<file path="src/rtl/stanh_pkg.sv">
package stanh_pkg;

  // Saturating one-step move within 0 .. k-1.
  function automatic int stanh_next(input int s, input logic up, input int k);
    if (up) return (s >= k - 1) ? k - 1 : s + 1;
    else    return (s <= 0)     ? 0     : s - 1;
  endfunction

  // First state index that decodes to an output of 1.
  function automatic int stanh_thresh(input int k, input bit skewed);
    return skewed ? (k / 5) : (k / 2);
  endfunction

  function automatic int stanh_mid(input int k);
    return k / 2;
  endfunction

endpackage

</file>
<file path="src/rtl/stanh_step.sv">
module stanh_step #(
  parameter int K_STATES = 16,
  parameter int ST_W     = $clog2(K_STATES)
) (
  input  logic            clk,
  input  logic            rst_n,
  input  logic            step_en,
  input  logic            up,
  output logic [ST_W-1:0] state
);
  import stanh_pkg::*;

  localparam logic [ST_W-1:0] TOP_ST = ST_W'(K_STATES - 1);
  localparam logic [ST_W-1:0] MID_ST = ST_W'(stanh_mid(K_STATES));

  logic [ST_W-1:0] state_d;
  logic            at_top;
  logic            at_bottom;

  assign at_top    = (state == TOP_ST);
  assign at_bottom = (state == '0);

  always_comb begin
    state_d = state;
    if (step_en) state_d = ST_W'(stanh_next(int'(state), up, K_STATES));
  end

  always_ff @(posedge clk or negedge rst_n) begin
    if (!rst_n) state <= MID_ST;
    else        state <= state_d;
  end

  p_step_up_r2: assert property (@(posedge clk) disable iff (!rst_n)
    (step_en && up && !at_top) |=> (state == ST_W'($past(state) + 1'b1)));

  p_step_down_r3: assert property (@(posedge clk) disable iff (!rst_n)
    (step_en && !up && !at_bottom) |=> (state == ST_W'($past(state) - 1'b1)));

  p_sat_high_r4: assert property (@(posedge clk) disable iff (!rst_n)
    (step_en && up && at_top) |=> (state == TOP_ST));

  p_sat_low_r5: assert property (@(posedge clk) disable iff (!rst_n)
    (step_en && !up && at_bottom) |=> (state == '0));

  p_state_hold_r8: assert property (@(posedge clk) disable iff (!rst_n)
    !step_en |=> $stable(state));

endmodule

</file>
<file path="src/rtl/stanh_decide.sv">
module stanh_decide #(
  parameter int K_STATES = 16,
  parameter bit SKEWED   = 1'b0,
  parameter int ST_W     = $clog2(K_STATES)
) (
  input  logic [ST_W-1:0] state,
  output logic            bit_out
);
  import stanh_pkg::*;

  generate
    if (SKEWED) begin : g_skew
      localparam logic [ST_W-1:0] LOW_BAND = ST_W'(stanh_thresh(K_STATES, 1'b1));
      assign bit_out = (state >= LOW_BAND);
    end else begin : g_half
      localparam logic [ST_W-1:0] HALF_PT = ST_W'(stanh_thresh(K_STATES, 1'b0));
      assign bit_out = (state >= HALF_PT);
    end
  endgenerate

endmodule

</file>
<file path="src/rtl/stanh_fsm.sv">
module stanh_fsm #(
  parameter int K_STATES = 16,
  parameter bit SKEWED   = 1'b0
) (
  input  logic clk,
  input  logic rst_n,
  input  logic step_en,
  input  logic stream_in,
  output logic stream_out
);
  localparam int ST_W = $clog2(K_STATES);

  logic [ST_W-1:0] cur_state;

  stanh_step #(.K_STATES(K_STATES), .ST_W(ST_W)) u_step (
    .clk     (clk),
    .rst_n   (rst_n),
    .step_en (step_en),
    .up      (stream_in),
    .state   (cur_state)
  );

  stanh_decide #(.K_STATES(K_STATES), .SKEWED(SKEWED), .ST_W(ST_W)) u_decide (
    .state   (cur_state),
    .bit_out (stream_out)
  );

  p_out_hold_r8: assert property (@(posedge clk) disable iff (!rst_n)
    !step_en |=> $stable(stream_out));

  p_rise_needs_one_r2: assert property (@(posedge clk) disable iff (!rst_n)
    (!stream_out && !(step_en && stream_in)) |=> !stream_out);

  p_fall_needs_zero_r3: assert property (@(posedge clk) disable iff (!rst_n)
    (stream_out && !(step_en && !stream_in)) |=> stream_out);

endmodule

</file>
<file path="config.mk">
export PLATFORM = sky130hd
export DESIGN_NAME = stanh_fsm
export DESIGN_NICKNAME = d
export VERILOG_FILES = /design/src/rtl/stanh_pkg.sv /design/src/rtl/stanh_step.sv /design/src/rtl/stanh_decide.sv /design/src/rtl/stanh_fsm.sv
export SDC_FILE = /design/constraint.sdc
export NUM_CORES = 1
export LEC_CHECK = 0
export BUFFER_PORTS_ARGS = -buffer_cell sky130_fd_sc_hd__buf_4
export CORE_AREA = 2 2 39 41
export CTS_CLUSTER_SIZE = 12
export DETAILED_ROUTE_END_ITERATION = 6
export DIE_AREA = 0 0 41 43
export PLACE_DENSITY = 0.48
export SETUP_SLACK_MARGIN = 0.1
export SYNTH_ARGS = -nofsm -noshare
export SYNTH_HDL_FRONTEND = slang
export SYNTH_SLANG_ARGS = --single-unit
export TNS_END_PERCENT = 30
</file>
<file path="constraint.sdc">
create_clock -name clk -period 3.47 [get_ports clk]
set_clock_uncertainty 0.15 [all_clocks]
set_input_delay 0.347 -clock clk [delete_from_list [all_inputs] [get_ports clk]]
set_output_delay 0.347 -clock clk [all_outputs]
set_load 0.005 [all_outputs]
</file>
; After elaboration in Yosys (flattened, before gate mapping)
; Cells that the tools add are included.
[word_totals]
word_cells = 9
output_inout_bits = 1
ff_bits = 4
in_bits = 4
[classes]
muxes = 3
n_lt_le_gt_ge = 3
addsub = 2
[op_table]
columns = op, count
row1 = two-way mux 4 bit, 3
row2 = "greater-or-equal comparator 4 bit, second input constant", 2
row3 = "adder 4 x 1 -> 4 bit, second input constant", 1
row4 = "less-or-equal comparator 4 x 1 -> 1 bit, second input constant", 1
row5 = "subtractor 4 x 1 -> 4 bit, second input constant", 1

; Logic depth before layout (Yosys ltp)
[logic_depth]
ltp_word = 3
ltp_mapped = 5

; Modules after synthesis
; A second synthesis with hierarchy kept.
[hier_totals]
hier_cells = 40
area_unflattened_um2 = 329.1
[modules_own_cells]
columns = module, area_per_inst_um2, cells_each, seq_area_each_um2, instances
row1 = stanh_step, 325.3, 39, 101.3, 1
row2 = stanh_decide, 3.8, 1, 0.0, 1

; Least setup slack after synthesis
; No wires, ideal clock.
[synth_timing]
kind = reg-to-reg
startpoint = register u_step.state[0]
endpoint = register u_step.state[3]
setup_slack_ps = 1946
arrival_time_ps = 1293
path_stages_with_launch = 6
setup_time_ps = 81
synth_period_minus_slack_ps = 1524
path_cell_list = dfrtp_1 inv_1 ha_1 nor4_2 nand2b_1 a32oi_1
[synth_via]
elab_chain_len = 3
elab_cells_between_ends = 7
classes_between = add/sub (2) / order compare (2) / mux (3)
[synth_rtl]
columns = element, line_no
row1 = start: declaration, stanh_step.sv:9  ; output logic [ST_W-1:0] state
row2 = start signal: assignment, stanh_step.sv:30  ; else state <= state_d;
row3 = "subtractor 4 x 1 -> 4 bit, or another cell as far along", stanh_pkg.sv:6  ; else return (s <= 0) ? 0 : s - 1;
row4 = two-way mux 4 bit (on tied branches), "stanh_pkg.sv:6, stanh_pkg.sv:5"
row5 = two-way mux 4 bit (*), stanh_pkg.sv:5  ; if (up) return (s >= k - 1) ? k - 1 : s + 1;
; Every way passes the cells marked *; elsewhere a longest branch is shown, timed or not.
; A chain may end at the register's enable or synchronous reset.

; Final worst setup path
; Ends and elaborated chain as after synthesis.

==> results.toml <==
[run]
max_cap_viol_count = 0

[cts]
tritoncts_num_sinks = 4
cts_tree = "done"
clk_path_buf_depth = 2
clk_latency_ns = 0.24
h-tree-depth = 1
numCtsBuffers = 3
clkTransAtPathRegs_ns = 0.04
clock-root-buffer = "clkbuf_4"
cts_resized = 0

[worst_setup_path]
reg2reg_depth = 5
startpoint_type = "flip-flop"
r2r-start = "u_step.state[0]$_DFFE_PN0P_"
crit_start = "u_step.state[0]$_DFFE_PN0P_"
worstPathArrival_ns = 1.69
crit_path_end_kind = "flip-flop"
worstPathRequired_ns = 3.47
worstSetupPathType = "reg2reg"
cp_max_fo = 6

[timing]
tns_ns = 0
max_freq_ghz = 0.594
relSlewSlack_pct = 79.3
worstMarginPinSlew_ns = 0.310
rsz0062_at_grt = "no"
slew_violations = 0
fin_crit_ns = 1.68
setup_viol = 0
post-route-period-util_pct = 48.6
hold_viol = 0

[placement]
gp_congestion = 0.723
placedCellCount = 54
dp_hpwl_um = 489
portBuffers = 4

[power]
p_leak_nw = 0.161
ir_drop_mv = 0.271
p_per_area_nw_per_um2 = 741

[layout]
ff_latch_area_um2 = 101
nNetsFinal = 50
top_regs = "u_step.state (4)"
antenna_cells = 0
nFillCells = 143
largest_reg_flops = 4
drive_above_1_share_pct = 25.6
fin_cells = 59
largest_register = "u_step.state"
multiInputGateArea_um2 = 204
syn_to_final_growth_pct = 16.0

[floorplanning]
dieWidth_um = 41
io_pins = 5
dieArea_um2 = 1760
rows = 14
start_util_pct = 24.9
chipHeight_um = 43
core-area_um2 = 1380

[synthesis]
synthCells = 39
synthFlopType = "dfrtp_1"
ys_seq_area_share_pct = 29.5
avgSynthCellArea_um2 = 8.82
synth_area_leaders = "dfrtp_1 22%, dfstp_2 7.6%, ha_1 7.3%"
syn_area_um2 = 344
synth-edff-count = 0
syn-num-nets = 45
ys_types = 27
yosysWarnings = 0
asyncSetResetFlopFracSynth_pct = 100
synth_seq_cells = 4
synth_top_cell_area_share_pct = 21.8
yosysTopAreaCell = "dfrtp_1"

[grt]
antenna_found_initial = 0
grt_start_max_net_pins = 11
grt_use_total_pct = 10.9
grt_pass1_vias = 292
grt_pass1_wl_um = 1330
overflow = 0

[drt]
drtPass1Iterations = 2
drt-total-wl_um = 681
viasPerCell = 5.20
ant_nets = 0
wl_per_cell_um = 11.5
drtIter0Drc = 13
drcViolationCount = 0
vias = 307

[worst_hold_path]
worstHoldStart = "step_en"
hold_path_class = "in2reg"
holdPathStages = 2

[run_status]
status = "finished, final reports clean"
[placed cells by master, fill, tap and decap left out]
master | synthesis | routed
clkbuf_1 | 2 | 1
dfrtp_1 | 3 | 3
o31a_1 | 1 | 1
nor2_1 | 2 | 2
a32oi_1 | 2 | 2
ha_1 | 2 | 2
nand3_1 | 1 | 1
nand2b_1 | 3 | 3
a31oi_1 | 1 | 1
buf_4 | 1 | 4
o32ai_1 | 1 | 1
dlygate4sd3_1 | 0 | 1
nand3b_1 | 2 | 2
nor4_2 | 1 | 1
a41oi_1 | 1 | 1
mux2i_1 | 1 | 1
a211o_1 | 1 | 1
nor2_2 | 1 | 1
dfstp_2 | 1 | 1
a21o_1 | 1 | 1
a21oi_1 | 2 | 2
inv_1 | 2 | 2
nand4_1 | 1 | 1
a31o_2 | 1 | 1
nand2_1 | 2 | 2
o21ai_0 | 1 | 1
clkbuf_4 | 0 | 3
[Yosys cell counts (all sizes together), types with 2 or more instances]
master / count
nand3b: 2
nand2: 2
buf: 3
nor2: 3
nand2b: 3
inv: 2
clkbuf: 2
ha: 2
a21oi: 2
dfrtp: 3
a32oi: 2
[through the flow]
step | utilization, % | instance area [um2] | setup WS (ns) | power [mW] | hold slack [ns]
floorplan | - | 344 | 1.95 | 0.217 | -0.0986
global placement | 26.2 | 363 | 1.81 | 0.234 | -0.00570
detailed placement | 26.2 | 363 | 1.80 | 0.233 | -0.00587
CTS | 28.8 | 399 | 1.78 | 0.300 | 0.201
global route | 28.8 | 399 | 1.62 | 0.334 | 0.220
finish | 28.8 | 399 | 1.79 | 0.296 | 0.204
[area by class of cell]
class / instances / area share, %
tap: 16 / 5.02
clock buffer: 4 / 6.58
multi-input combinational: 28 / 51.1
sequential: 4 / 25.4
timing repair buffer: 5 / 10.0
inverter: 2 / 1.88
[cells by family (layout without fill, tap and decap cells)]
| kind of cell | count (synthesis) | after routing | synth area share [%] |
|---|---|---|---|
| multiplexers | 1 | 1 | 2.91 |
| AO/OA/AOI/OAI | 12 | 12 | 26.2 |
| adder cells (fa/ha/maj) | 2 | 2 | 7.27 |
| buffers and inverters | 7 | 11 | 11.3 |
| flip-flops | 4 | 4 | 29.5 |
| AND/OR/NAND/NOR | 13 | 13 | 22.9 |
[metal layers]
metal / vias to the layer above / routed length, um / track usage (%)
met5: - / 0 / 0
met4: 0 / 0 / 2.00
met3: 0 / 27 / 4.71
met2: 4 / 327 / 14.4
met1: 149 / 326 / 16.1
li1: 154 / - / -
[report_power, final]
part           internal (mW)  switching [mW]  leakage (nW)
Combinational         0.0623          0.0521         0.100
Sequential            0.0708          0.0473        0.0457
Clock                 0.0432          0.0201        0.0150
Total                  0.176           0.120         0.161
[repair_timing]
| item | CTS | global route |
|---|---|---|
| hold buffers | 1 | 0 |
| setup buffers | 0 | 0 |
| endpoints found under the hold margin | 4 | 0 |
[worst max-delay path, stage by stage (launching register included)]
cell,delay (ns)
dfrtp_1,0.44
inv_1,0.11
ha_1,0.28
nor4_2,0.32
nand2b_1,0.09
a32oi_1,0.20
[path summary, 6_finish.rpt]
kind                                                to  slack [ns]
max in group asynchronous  u_step.state[3]$_DFFE_PN1P_        2.69
min reg2reg                u_step.state[3]$_DFFE_PN1P_        0.51
max reg2reg                u_step.state[3]$_DFFE_PN1P_        1.79
max                        u_step.state[3]$_DFFE_PN1P_        1.79
min in group asynchronous  u_step.state[1]$_DFFE_PN0P_        0.29
min                        u_step.state[3]$_DFFE_PN1P_        0.20
Power figures use the tool's default switching activity.
